==> src/rtl/ser_irq_pkg.sv <==
package ser_irq_pkg;

    localparam int IEN_W    = 8;
    localparam int XTAL_BIT = 3;

    localparam logic [IEN_W-1:0] LIVE_MASK = ~(IEN_W'(1) << XTAL_BIT);

    typedef struct packed {
        logic cos;
        logic brk_b;
        logic rx_b;
        logic tx_b;
        logic xtal;
        logic brk_a;
        logic rx_a;
        logic tx_a;
    } ien_bits_t;

    function automatic ien_bits_t sanitize(input logic [IEN_W-1:0] d);
        return ien_bits_t'(d & LIVE_MASK);
    endfunction

endpackage

==> src/rtl/ien_reg_bank.sv <==
module ien_reg_bank
    import ser_irq_pkg::*;
(
    input  logic             clk,
    input  logic             rst,
    input  logic             wr,
    input  logic [IEN_W-1:0] wdata,
    input  logic             stop,
    output ien_bits_t        ien
);

    ien_bits_t ien_q;

    always_ff @(posedge clk) begin
        if (rst)
            ien_q <= '0;
        else if (wr && !stop)
            ien_q <= sanitize(wdata);
    end

    assign ien = ien_q;

    // an accepted write lands on the next cycle
    p_write_lands_r2: assert property (@(posedge clk) disable iff (rst)
        (wr && !stop) |=> (ien_q == ($past(wdata) & LIVE_MASK)));

    // writes are blocked while the module is stopped
    p_stop_blocks_r3: assert property (@(posedge clk) disable iff (rst)
        (wr && stop) |=> $stable(ien_q));

    // no strobe, no change
    p_idle_holds_r7: assert property (@(posedge clk) disable iff (rst)
        !wr |=> $stable(ien_q));

    // the crystal-ready enable never stores 1
    always_comb begin
        p_xtal_zero_r4: assert (ien_q.xtal == 1'b0 || $isunknown(ien_q));
    end

endmodule

==> src/rtl/irq_combine.sv <==
module irq_combine
    import ser_irq_pkg::*;
(
    input  logic             clk,
    input  logic             rst,
    input  logic [IEN_W-1:0] stat,
    input  ien_bits_t        ien,
    output logic             irq
);

    logic [IEN_W-1:0] hit;
    logic [IEN_W-1:0] ien_v;
    logic             irq_q;

    assign ien_v = ien;

    for (genvar i = 0; i < IEN_W; i++) begin : g_hit
        if (i == XTAL_BIT) begin : g_dead
            assign hit[i] = 1'b0;
        end else begin : g_live
            assign hit[i] = stat[i] & ien_v[i];
        end
    end

    always_ff @(posedge clk) begin
        if (rst)
            irq_q <= 1'b0;
        else
            irq_q <= |hit;
    end

    assign irq = irq_q;

    // an enabled live status bit raises the request next cycle
    p_fire_r5: assert property (@(posedge clk) disable iff (rst)
        ((stat & ien_v & LIVE_MASK) != '0) |=> irq_q);

    // with no enabled live status bit the request stays low
    p_quiet_r6: assert property (@(posedge clk) disable iff (rst)
        ((stat & ien_v & LIVE_MASK) == '0) |=> !irq_q);

endmodule

==> src/rtl/ser_irq_gate.sv <==
module ser_irq_gate
    import ser_irq_pkg::*;
(
    input  logic             clk,
    input  logic             rst,
    input  logic             reg_wr,
    input  logic [IEN_W-1:0] reg_wdata,
    input  logic             mod_stop,
    input  logic [IEN_W-1:0] irq_stat,
    output logic             irq,
    output logic [IEN_W-1:0] ien_obs
);

    ien_bits_t ien;

    ien_reg_bank u_bank (
        .clk   (clk),
        .rst   (rst),
        .wr    (reg_wr),
        .wdata (reg_wdata),
        .stop  (mod_stop),
        .ien   (ien)
    );

    irq_combine u_comb (
        .clk  (clk),
        .rst  (rst),
        .stat (irq_stat),
        .ien  (ien),
        .irq  (irq)
    );

    assign ien_obs = ien;

    // reset leaves enables and request clear
    p_reset_clear_r1: assert property (@(posedge clk)
        rst |=> (ien_obs == '0 && !irq));

endmodule

==> config.mk <==
export PLATFORM = sky130hd
export DESIGN_NAME = ser_irq_gate
export DESIGN_NICKNAME = d
export VERILOG_FILES = /design/src/rtl/ser_irq_pkg.sv /design/src/rtl/ien_reg_bank.sv /design/src/rtl/irq_combine.sv /design/src/rtl/ser_irq_gate.sv
export SDC_FILE = /design/constraint.sdc
export NUM_CORES = 1
export LEC_CHECK = 0
export ABC_AREA = 1
export BUFFER_PORTS_ARGS = -buffer_cell sky130_fd_sc_hd__buf_2
export CORE_AREA = 2 2 39 41
export CTS_CLUSTER_SIZE = 24
export DETAILED_ROUTE_END_ITERATION = 8
export DIE_AREA = 0 0 41 43
export GPL_TIMING_DRIVEN = 1
export SYNTH_ARGS = -nofsm -noshare
export SYNTH_HDL_FRONTEND = slang
export SYNTH_SLANG_ARGS = --single-unit
export TNS_END_PERCENT = 50
==> constraint.sdc <==
create_clock -name clk -period 1.32 [get_ports clk]
set_clock_uncertainty 0.1 [all_clocks]
set_input_delay 0 -clock clk [delete_from_list [all_inputs] [get_ports clk]]
set_output_delay 0 -clock clk [all_outputs]
set_load 0.01 [all_outputs]
# Word-level counts from Yosys, hierarchy flattened
# Cells that the tools add are included.
[op_classes]
n_bitwise = 7
n_reduce_logical = 3
[op_table]
columns = ["operator", "count"]
rows = [
  ["bitwise AND 1 bit", 7],
  ["OR reduction 7 bit", 1],
  ["logical AND 1 bit", 1],
  ["zero test 1 bit", 1],
]
[word_totals]
reg_bits = 8
in_bits = 20
elab_cells = 18

# Depth between registers and ports, before layout
# Gate-level depths: netlist of run 1.
[logic_depth]
ltp_word = 2
ltp_mapped = 5
ltp_nobuf = 5

# Cells and area by module
# Synthesis of run 1 repeated with hierarchy kept, for this count alone.
[unflattened]
hier_cells = 64
area_unflattened_um2 = 402.9
[by_module_without_submodules]
columns = ["mod", "instances", "cells_per_inst", "area_each_um2", "seq_area_each_um2"]
rows = [
  ["ien_reg_bank", 1, 49, 325.3, 140.1],
  ["irq_combine", 1, 15, 77.6, 20.0],
]

# Least setup slack after synthesis of run 1
# OpenSTA, ideal clock, no wires.
[synth_timing]
path_type = "register to register"
start = "register u_bank.ien_q (netlist bit u_bank.ien[4])"
end = "register u_comb.irq_q (netlist: u_comb.irq)"
setup_time_ns = 0.070
arrival_time_ns = 0.626
required_ns = 1.150
path_slack_ns = 0.525
path_stages_with_launch = 5
path_cell_list = "dfxtp_1 -> nand2_1 -> nand2_1 -> nor2_1 -> a21oi_1"
[synth_between]
elab_chain_len = 2
[synth_lines]
columns = ["element", "line", "source"]
rows = [
  ["start, declared", "ien_reg_bank.sv:12", "ien_bits_t ien_q;"],
  ["start signal, assigned", "ien_reg_bank.sv:18", "ien_q <= sanitize(wdata);"],
  ["bitwise AND 1 bit", "irq_combine.sv:21", "assign hit[i] = stat[i] & ien_v[i];"],
  ["OR reduction 7 bit", "irq_combine.sv:29", "irq_q <= |hit;"],
  ["end signal, assigned", "irq_combine.sv:29", ""],
  ["end, declared", "irq_combine.sv:13", "logic irq_q;"],
]
# Every way passes these cells.
# A chain may end at the register's enable or synchronous reset.

# Worst setup path after layout of run 1
[layout_timing]
start = "input rst"
end = "register u_bank.ien_q (netlist bit u_bank.ien[1])"
[layout_rtl]
columns = ["element", "line", "source"]
rows = [
  ["start, declared", "ser_irq_gate.sv:5", "input logic rst,"],
]
# No word-level cell between the ends.

==> results of run 1 <==
[layout make-up]
| cell class | instances | share of cell area (%) |
|---|---|---|
| Timing Repair Buffer | 41 | 41.7 |
| Multi-Input combinational cell | 36 | 26.6 |
| Sequential cell | 8 | 23.2 |
| Clock buffer | 3 | 3.26 |
| Tap cell | 16 | 2.90 |
| Inverter | 3 | 2.36 |
[per-stage QoR]
step           hold WS, ns  area [um2]  setup slack (ns)  cells
2_1_floorplan       0.0362         370             0.525     49
3_3_place_gp         0.155         503             0.501     88
3_5_place_dp         0.159         503             0.499     88
4_1_cts            0.00377         686            0.0171    107
5_1_grt             0.0383         691           0.00123    107
6_report            0.0101         691            0.0404    107
[logic make-up (layout without fill, tap and decap cells)]
logic type | count (synthesis) | count (layout) | share of synthesized area [%]
flops | 8 | 8 | 43.2
buf+inv | 5 | 47 | 7.77
compound gates | 8 | 8 | 17.9
simple gates | 27 | 27 | 30.1
other cells | 1 | 1 | 1.01
[synthesized netlist by cell type]
cell type                 count
sky130_fd_sc_hd__nand2_2      1
sky130_fd_sc_hd__buf_4        1
sky130_fd_sc_hd__dfxtp_1      8
sky130_fd_sc_hd__conb_1       1
sky130_fd_sc_hd__nand2_1     23
sky130_fd_sc_hd__a21oi_2      7
sky130_fd_sc_hd__buf_2        1
sky130_fd_sc_hd__inv_6        1
sky130_fd_sc_hd__a21oi_1      1
sky130_fd_sc_hd__inv_1        2
sky130_fd_sc_hd__nor2_1       2
sky130_fd_sc_hd__nand2_4      1
[sequential cells by signal (all words and copies together) (netlist names)]
signal and flops:
u_comb.irq 1, u_bank.ien 7
[worst max-delay path by stage]
stage | start | to | slack (ns) | cells after the start
final | rst | u_bank.ien[1] | 0.04 | 4
after global routing | rst | u_bank.ien[7] | 0.001 | 4
after CTS | rst | u_bank.ien[6] | 0.02 | 4
after detailed placement | u_bank.ien[6] | u_comb.irq | 0.50 | 4
after global placement | u_bank.ien[4] | u_comb.irq | 0.50 | 4
after floorplan | u_bank.ien[4] | u_comb.irq | 0.52 | 4
[power by group]
group          internal [W]  switching (W)  total (W)
combinational     0.0000706      0.0000530   0.000124
sequential         0.000254     0.00000672   0.000261
clock              0.000104      0.0000821   0.000186
total              0.000429       0.000142   0.000571
[layer usage]
metal,vias to the layer above,part of all wire [%],global-route usage [%]
met3,0,9.6,3.14
met4,0,0,8.00
met5,-,0,0
met1,179,46,13.5
li1,233,-,-
met2,17,44,16.6
[tightest hold or removal path, stage by stage]
cell and delay, ns:
sky130_fd_sc_hd__buf_2 0.07, sky130_fd_sc_hd__nand2_1 0.04, sky130_fd_sc_hd__nand2_1 0.05, sky130_fd_sc_hd__nor2_1 0.04
sky130_fd_sc_hd__a21oi_1 0.11
[timing repair]
action	CTS	global route
hold buffers	16	0
resized for setup	0	3
setup endpoints to repair	0	7
endpoints found under the hold margin	8	0
==> run_results.csv, run 1 <==
group,metric,value,unit
outcome,status,"completed",
yosys,synth_cells,49,
setup_path,timing.critical_path.cells,"dlygate4sd3_1 -> buf_4 -> a21oi_2 -> dlygate4sd3_1",
setup_path,cp-end-kind,"register",
setup_path,timing.reg2reg.setup_slack,0.07,ns
sta,period_needed,1.28,ns
sta,totalNegativeSetupSlack,0,ns
placement,portBuffers,25,
yosys,yosys-top-cells-area,"sky130_fd_sc_hd__dfxtp_1, sky130_fd_sc_hd__nand2_1, sky130_fd_sc_hd__a21oi_2",
yosys,synth.largest_area_cell,"sky130_fd_sc_hd__dfxtp_1",
finish,ff_latch_area,160,um2
power,p_per_area,826,nW/um2
finish,final_layout_size_suffix_gt1_share,42.9,%
finish,num-nets-final,113,
power,vdd.ir_drop.worst,0.303,mV
power,power.static_leakage,0.357,nW
floorplanning,die_area,1760,um2
setup_path,critical_path.reg2reg.endpoint,"u_bank.ien[1]",
drt,drt.antenna.violating_nets,0,
cts,cts_num_sinks,8,
cts,clk_transition_reported_paths,0.05,ns
yosys,synth-seq-cells,8,
yosys,syn_area,370,um2
setup_path,worst_path_most_repeated_cell,"sky130_fd_sc_hd__dlygate4sd3_1",
power,design_power_total,0.000571,W
sta,hold_viol_final,0,
yosys,synth.yosys.seq_area_share,43.2,%
finish,antenna-diode-count,0,
drt,wl_per_cell,8.77,um
setup_path,crit_buf_inv,3,
sta,finalMaxSlewViolations,0,
cts,clock_tree.htree_level_count,1,
floorplanning,core-area,1380,um2
yosys,synth_fp_nets,69,
floorplanning,die_x,41,um
cts,ctsRootBufferMaster,"sky130_fd_sc_hd__clkbuf_4",
finish,filler_cell_count,153,
global_route,globalRoute.totalOverflow,0,
setup_path,cpMaxStageDelayCell,"sky130_fd_sc_hd__dlygate4sd3_1",
global_route,groute.usage.overall,11.3,%
global_route,grt_start_max_net_pins,9,
cts,postCtsSetupRepairBufs,0,
setup_path,startpoint_kind_of_the_worst_setup_timing_path,"input pin",
floorplanning,floorplan.die.height,43,um
yosys,avgSynthCellArea,7.56,um2
hold_path,hold_end,"u_comb.irq",
setup_path,cp_max_fo,8,
finish,multiInputGateArea,184,um2
setup_path,worst-endpoint-arrival,1.37,ns
placement,routability_driven_placement_congestion_ratio,0.655,
sta,rsz0062_at_grt,"no",
global_route,grt_antenna_before_repair,0,
finish,layout_commonest_cell,"sky130_fd_sc_hd__buf_2",
cts,cts_max_path_buffers,2,
finish,most-common-layout-cells,"sky130_fd_sc_hd__buf_2, sky130_fd_sc_hd__nand2_1, sky130_fd_sc_hd__dlygate4sd3_1, sky130_fd_sc_hd__dfxtp_1, sky130_fd_sc_hd__a21oi_2",
hold_path,worstHoldPathType,"input pin to register",
finish,finalCoreUtilization,49.9,%
cts,cts_tree,"done",
drt,drc,0,
global_route,grt_pass1_vias,375,
setup_path,worst_path_largest_cell_delay,0.55,ns
floorplanning,row_count,14,
setup_path,cell_type_group_with_the_largest_total_delay_on_the_critical_path,"buffers and inverters",
yosys,synth.top_cell.area_share,43.2,%
drt,detailedRoute.firstIterationViolations,2,
hold_path,hold_path.startpoint,"irq_stat[7]",
drt,vias,429,
finish,layout_overhead_on_the_synthesized_area,86.5,%
hold_path,hold_depth,5,
yosys,netlist-cell-type-count,12,
setup_path,reg2reg_from,"u_bank.ien[1]",
floorplanning,num_io_pins,29,
cts,clkLatencyLatePin,0.25,ns
global_route,global_route_wire_length_before_repair,1.35,mm
drt,routed_via_density,4.01,
setup_path,reg2reg_depth,3,
yosys,count_of_warnings_emitted_by_yosys,0,
sta,setup_violations,0,
flow_run,maxCapViolCount,0,
setup_path,setup.worst_path.class,"input pin to register",
floorplanning,start_util,26.8,%
placement,detailedPlacementHpwl,640,um
sta,achievable-frequency,782,MHz
sta,final_min_period_over_clock_period,96.9,%
setup_path,required,1.41,ns
drt,final_routed_wirelength_across_all_metal_layers,938,um
cts,cts_made_buffers,3,
drt,drt-pass1-iter-count,3,
No activity file was read; power rests on OpenSTA's default activity.
==> run 2, diff against run 1 <==
--- a/config.mk
+++ b/config.mk
@@ -5,13 +5,13 @@
 export SDC_FILE = /design/constraint.sdc
 export NUM_CORES = 1
 export LEC_CHECK = 0
-export ABC_AREA = 1
 export BUFFER_PORTS_ARGS = -buffer_cell sky130_fd_sc_hd__buf_2
 export CORE_AREA = 2 2 39 41
 export CTS_CLUSTER_SIZE = 24
 export DETAILED_ROUTE_END_ITERATION = 8
 export DIE_AREA = 0 0 41 43
 export GPL_TIMING_DRIVEN = 1
+export SETUP_SLACK_MARGIN = 0.4
 export SYNTH_ARGS = -nofsm -noshare
 export SYNTH_HDL_FRONTEND = slang
 export SYNTH_SLANG_ARGS = --single-unit
==> run_results.csv, run 2 <==
group,metric,value,unit
drt,final_routed_wirelength_across_all_metal_layers,850,um
floorplanning,num_io_pins,29,
global_route,grt_antenna_before_repair,0,
cts,clk_transition_reported_paths,0.06,ns
yosys,synth_edf_count,0,
setup_path,setup.worst_path.class,"register to register",
placement,detailedPlacementHpwl,582,um
setup_path,required,1.35,ns
floorplanning,floorplan.die.height,43,um
yosys,syn_area,328,um2
drt,drt-pass1-iter-count,4,
finish,most-common-layout-cells,"sky130_fd_sc_hd__buf_2, sky130_fd_sc_hd__dlygate4sd3_1, sky130_fd_sc_hd__mux2i_1, sky130_fd_sc_hd__nor2_1, sky130_fd_sc_hd__dfxtp_1",
hold_path,worstHoldPathType,"input pin to register",
yosys,yosys_most_used_dff,"sky130_fd_sc_hd__dfxtp_1",
sta,setup_violations,0,
yosys,synth.top_cell.area_share,48.9,%
finish,layout_overhead_on_the_synthesized_area,77.5,%
drt,drt.antenna.violating_nets,0,
cts,hold_buffers,10,
floorplanning,die_x,41,um
yosys,synth-seq-cells,8,
cts,clkLatencyLatePin,0.25,ns
floorplanning,row_count,14,
finish,layout_commonest_cell,"sky130_fd_sc_hd__buf_2",
floorplanning,start_util,23.7,%
setup_path,cp-end-kind,"register",
power,vdd.ir_drop.worst,0.407,mV
yosys,avgSynthCellArea,10.6,um2
drt,routed_via_density,4.05,
floorplanning,core-area,1380,um2
placement,portBuffers,25,
cts,cts_tree,"done",
finish,finalCoreUtilization,42.0,%
global_route,groute.usage.overall,11.1,%
yosys,share_of_synthesized_flip_flops_with_an_asynchronous_set_or_reset,0,%
drt,detailedRoute.firstIterationViolations,6,
sta,period_needed,0.986,ns
finish,largest_reg_flops,7,
cts,clock_tree.htree_level_count,1,
floorplanning,die_area,1760,um2
sta,timing.hold.ws,-0.0515,ns
sta,rsz0062_at_grt,"yes",
cts,cts_max_path_buffers,2,
outcome,status,"finished, violations left",
yosys,synth_cells,31,
yosys,synth_fp_nets,51,
power,power.static_leakage,0.289,nW
drt,vias,336,
hold_path,hold_depth,3,
cts,ctsRootBufferMaster,"sky130_fd_sc_hd__clkbuf_4",
drt,wl_per_cell,10.2,um
flow_run,maxCapViolCount,0,
setup_path,startpoint_kind_of_the_worst_setup_timing_path,"register",
power,p_per_area,956,nW/um2
yosys,yosys-top-cells-area,"sky130_fd_sc_hd__dfxtp_1, sky130_fd_sc_hd__mux2i_1, sky130_fd_sc_hd__nor2_1",
finish,final_layout_size_suffix_gt1_share,46.3,%
outcome,violated_checks,"negative hold slack",
yosys,count_of_warnings_emitted_by_yosys,0,
sta,finalMaxSlewViolations,0,
sta,final_min_period_over_clock_period,74.7,%
global_route,global_route_wire_length_before_repair,1.24,mm
cts,cts_made_buffers,3,
finish,num-nets-final,89,
yosys,synth_cell_count_leaders,"sky130_fd_sc_hd__dfxtp_1, sky130_fd_sc_hd__mux2i_1, sky130_fd_sc_hd__nor2_1",
yosys,synth.largest_area_cell,"sky130_fd_sc_hd__dfxtp_1",
drt,drc,0,
placement,routability_driven_placement_congestion_ratio,0.560,
sta,hold_viol_final,1,
finish,final_cell_area,582,um2
global_route,grt_start_max_net_pins,9,
yosys,netlist-cell-type-count,11,
sta,totalNegativeSetupSlack,0,ns
cts,cts_num_sinks,8,
setup_path,reg2reg_depth,2,
yosys,synth.yosys.seq_area_share,48.9,%
yosys,synth_most_common_cell,"sky130_fd_sc_hd__dfxtp_1",
setup_path,worst-endpoint-arrival,1.01,ns
global_route,grt_pass1_vias,305,
sta,achievable-frequency,1010,MHz
finish,antenna-diode-count,0,
sta,finalWorstSetupSlack,0.334,ns
placement,place_area,452,um2
placement,preCtsSetupSlack,0.297,ns
global_route,globalRoute.totalOverflow,0,
setup_path,cp_max_fo,2,
## run 2: changes by cell type after synthesis, moves of 2 or more
cell / change
sky130_fd_sc_hd__mux2i_1: +7
sky130_fd_sc_hd__a21oi_2: -7
sky130_fd_sc_hd__nor2_1: +5
sky130_fd_sc_hd__nand2_1: -23
sky130_fd_sc_hd__inv_1: -2
sky130_fd_sc_hd__a22oi_1: +2
## run 2: kinds of logic (layout without fill, tap and decap cells)
kind of cell,Yosys count,count (layout),share of synthesized area [%]
AO/OA/AOI/OAI,4,4,9.54
buffers and inverters,3,39,6.87
other,1,1,1.14
AND/OR/NAND/NOR,8,8,12.2
flip-flops,8,8,48.9
multiplexers,7,7,21.4
## run 2: critical path: stages (launching register included)
cell                       delay [ns]
sky130_fd_sc_hd__dfxtp_2         0.31
sky130_fd_sc_hd__a222oi_1        0.33
sky130_fd_sc_hd__a31oi_1         0.12
## run 2: final timing paths
check | endpoint | slack (ns) | from
max | u_comb.irq | 0.33 | u_bank.ien[5]
min | u_comb.irq | -0.05 | irq_stat[1]
max reg2reg | u_comb.irq | 0.33 | u_bank.ien[5]
min reg2reg | u_bank.ien[2] | 0.42 | u_bank.ien[2]
## run 2: metal layers
metal	routed length [um]	GRT usage, %	up-vias	share of wire [%]
li1	-	-	179	-
met1	354	14.6	145	42
met2	432	14.7	12	51
met3	62	3.14	0	7.3
met5	0	0	-	0
met4	0	8.00	0	0
## run 2: repair_timing
action | 4_1_cts | 5_1_grt
pin swaps | 2 | 2
setup endpoints to repair | 1 | 2
setup buffers | 1 | 0
resized for setup | 0 | 0
endpoints found under the hold margin | 8 | 1
## run 2: final cells by class
| type | count | area (um2) |
|---|---|---|
| well taps | 16 | 20.0 |
| multi-input cells | 20 | 145 |
| flip-flops and latches | 8 | 161 |
| clock buffers | 3 | 22.5 |
| fillers | 141 | 802 |
| repair buffers | 36 | 233 |
## run 2: stage by stage
stage	std cells	power, W
6_report	83	0.000556
2_1_floorplan	31	0.000312
4_1_cts	83	0.000566
3_3_place_gp	69	0.000348
3_5_place_dp	69	0.000349
5_1_grt	83	0.000588
## run 2: where the power goes
part | switching (W) | total [W] | internal [W]
Sequential | 0.00000722 | 0.000262 | 0.000255
Clock | 0.0000842 | 0.000188 | 0.000104
Combinational | 0.0000409 | 0.000106 | 0.0000646
==> run 3, diff against run 2 <==
==> constraint.sdc (replaced) <==
create_clock -name clk -period 1.05 [get_ports clk]
set_clock_uncertainty 0.1 [all_clocks]
set_input_delay 0 -clock clk [delete_from_list [all_inputs] [get_ports clk]]
set_output_delay 0 -clock clk [all_outputs]
set_load 0.01 [all_outputs]
==> run_results.csv, run 3 (synthesis results as in run 2) <==
group,metric,value,unit
setup_path,worst-endpoint-arrival,0.98,ns
finish,layout_commonest_cell,"sky130_fd_sc_hd__buf_2",
setup_path,startpoint_kind_of_the_worst_setup_timing_path,"register",
drt,drc,0,
power,share_clk_of_total_power,33.1,%
finish,antenna-diode-count,0,
power,switching_power,0.000151,W
power,sw_frac_of_total,22.5,%
setup_path,timing.critical_path.cells,"a222oi_1 -> a31oi_1",
sta,hold_viol_final,8,
sta,finalWorstSetupSlack,0.0863,ns
power,seq_power_share,49.7,%
drt,vias,317,
cts,cts_max_path_buffers,2,
global_route,globalRoute.totalOverflow,0,
cts,cts_num_sinks,8,
power,combPwrFrac,17.2,%
setup_path,cpMaxStageDelayCell,"sky130_fd_sc_hd__dfxtp_2",
drt,wl_per_cell,10.3,um
finish,num-nets-final,79,
outcome,violated_checks,"negative hold slack",
sta,timing.hold.ws,-0.111,ns
drt,final_routed_wirelength_across_all_metal_layers,749,um
floorplanning,num_io_pins,29,
placement,detailedPlacementHpwl,596,um
cts,clock_tree.htree_level_count,1,
floorplanning,core-area,1380,um2
hold_path,worstHoldPathType,"input pin to register",
sta,period_needed,0.964,ns
floorplanning,die_x,41,um
power,vdd.ir_drop.worst,0.633,mV
finish,final_cell_area,527,um2
floorplanning,start_util,23.7,%
setup_path,reg2reg_from,"u_bank.ien[5]",
cts,clkLatencyLatePin,0.25,ns
setup_path,worst_path_largest_cell_delay,0.31,ns
drt,drt.antenna.violating_nets,0,
flow_run,maxCapViolCount,0,
drt,drt-pass1-iter-count,4,
cts,cts_made_buffers,3,
finish,final_layout_size_suffix_gt1_share,64.9,%
setup_path,required,1.07,ns
sta,achievable-frequency,1040,MHz
placement,place_area,455,um2
placement,preCtsSetupSlack,0.0449,ns
global_route,grt_start_max_net_pins,9,
drt,routed_via_density,4.34,
finish,largest_reg_flops,7,
cts,cts_tree,"done",
global_route,grt_antenna_before_repair,0,
drt,detailedRoute.firstIterationViolations,5,
cts,clk_transition_reported_paths,0.05,ns
finish,filler_cell_count,153,
finish,layout_overhead_on_the_synthesized_area,60.7,%
power,power.static_leakage,0.255,nW
global_route,groute.usage.overall,10.3,%
setup_path,cp_max_fo,2,
sta,final_min_period_over_clock_period,91.8,%
floorplanning,die_area,1760,um2
sta,rsz0062_at_grt,"yes",
setup_path,cp-end-kind,"register",
power,internal_power,0.000523,W
cts,ctsRootBufferMaster,"sky130_fd_sc_hd__clkbuf_4",
floorplanning,floorplan.die.height,43,um
global_route,grt_pass1_vias,309,
sta,finalMaxSlewViolations,0,
setup_path,critical_path_start,"u_bank.ien[5]",
finish,most-common-layout-cells,"sky130_fd_sc_hd__buf_2, sky130_fd_sc_hd__mux2i_1, sky130_fd_sc_hd__nor2_1, sky130_fd_sc_hd__dfxtp_2, sky130_fd_sc_hd__buf_6",
global_route,global_route_wire_length_before_repair,1.19,mm
placement,portBuffers,25,
placement,routability_driven_placement_congestion_ratio,0.605,
power,p_per_area,1280,nW/um2
sta,totalNegativeSetupSlack,0,ns
outcome,status,"finished, violations left",
floorplanning,row_count,14,
sta,setup_violations,0,
setup_path,setup.worst_path.class,"register to register",
hold_path,hold_path.startpoint,"reg_wdata[4]",
[run 3: routing by layer]
metal | wire length [um] | part of all wire (%) | GRT usage, %
met1 | 335 | 45 | 13.0
met2 | 321 | 43 | 13.8
met3 | 92 | 12 | 6.28
met4 | 0 | 0 | 4.00
met5 | 0 | 0 | 0
[run 3: timing repair]
item,CTS,global route
endpoints found under the hold margin,8,8
endpoints found under the setup margin,16,16
setup buffers,1,0
gates resized for setup,9,0
pin swaps,1,0
[run 3: cell type report]
class                   instances  area [um2]  share of cell area [%]
clock buffers                   3        22.5                    4.28
multi-input cells              20         145                    27.6
repair buffers                 26         170                    32.3
flip-flops and latches          8         169                    32.1
well taps                      16        20.0                    3.80
[run 3: worst max-delay path: cells and delay by family, from the launching register on]
family	cells	cell delay, ns
flip-flops	1	0.31
AO/OA/AOI/OAI	2	0.42
[run 3: metrics by stage]
step                      power, W  std cells  utilization, %
final                     0.000674         73            38.1
after global routing      0.000721         73            38.1
after CTS                 0.000691         73            38.1
after detailed placement  0.000440         69            32.9
after global placement    0.000439         69            32.9
after floorplan           0.000394         31               -
[run 3: final timing paths]
| check | slack [ns] | cells past startpoint | endpoint |
|---|---|---|---|
| max | 0.09 | 2 | u_comb.irq |
| min | -0.11 | 3 | u_bank.ien[4] |
| max reg2reg | 0.09 | 2 | u_comb.irq |
| min reg2reg | 0.40 | 2 | u_bank.ien[7] |
[run 3: power by group through the flow]
| stage | logic, W | clock network [W] | registers (W) |
|---|---|---|---|
| after floorplan | 0.0000478 | 0 | 0.000346 |
| after global placement | 0.000101 | 0 | 0.000337 |
| after detailed placement | 0.000102 | 0 | 0.000338 |
| after CTS | 0.000118 | 0.000238 | 0.000335 |
| after global routing | 0.000127 | 0.000257 | 0.000336 |
| final | 0.000116 | 0.000223 | 0.000335 |
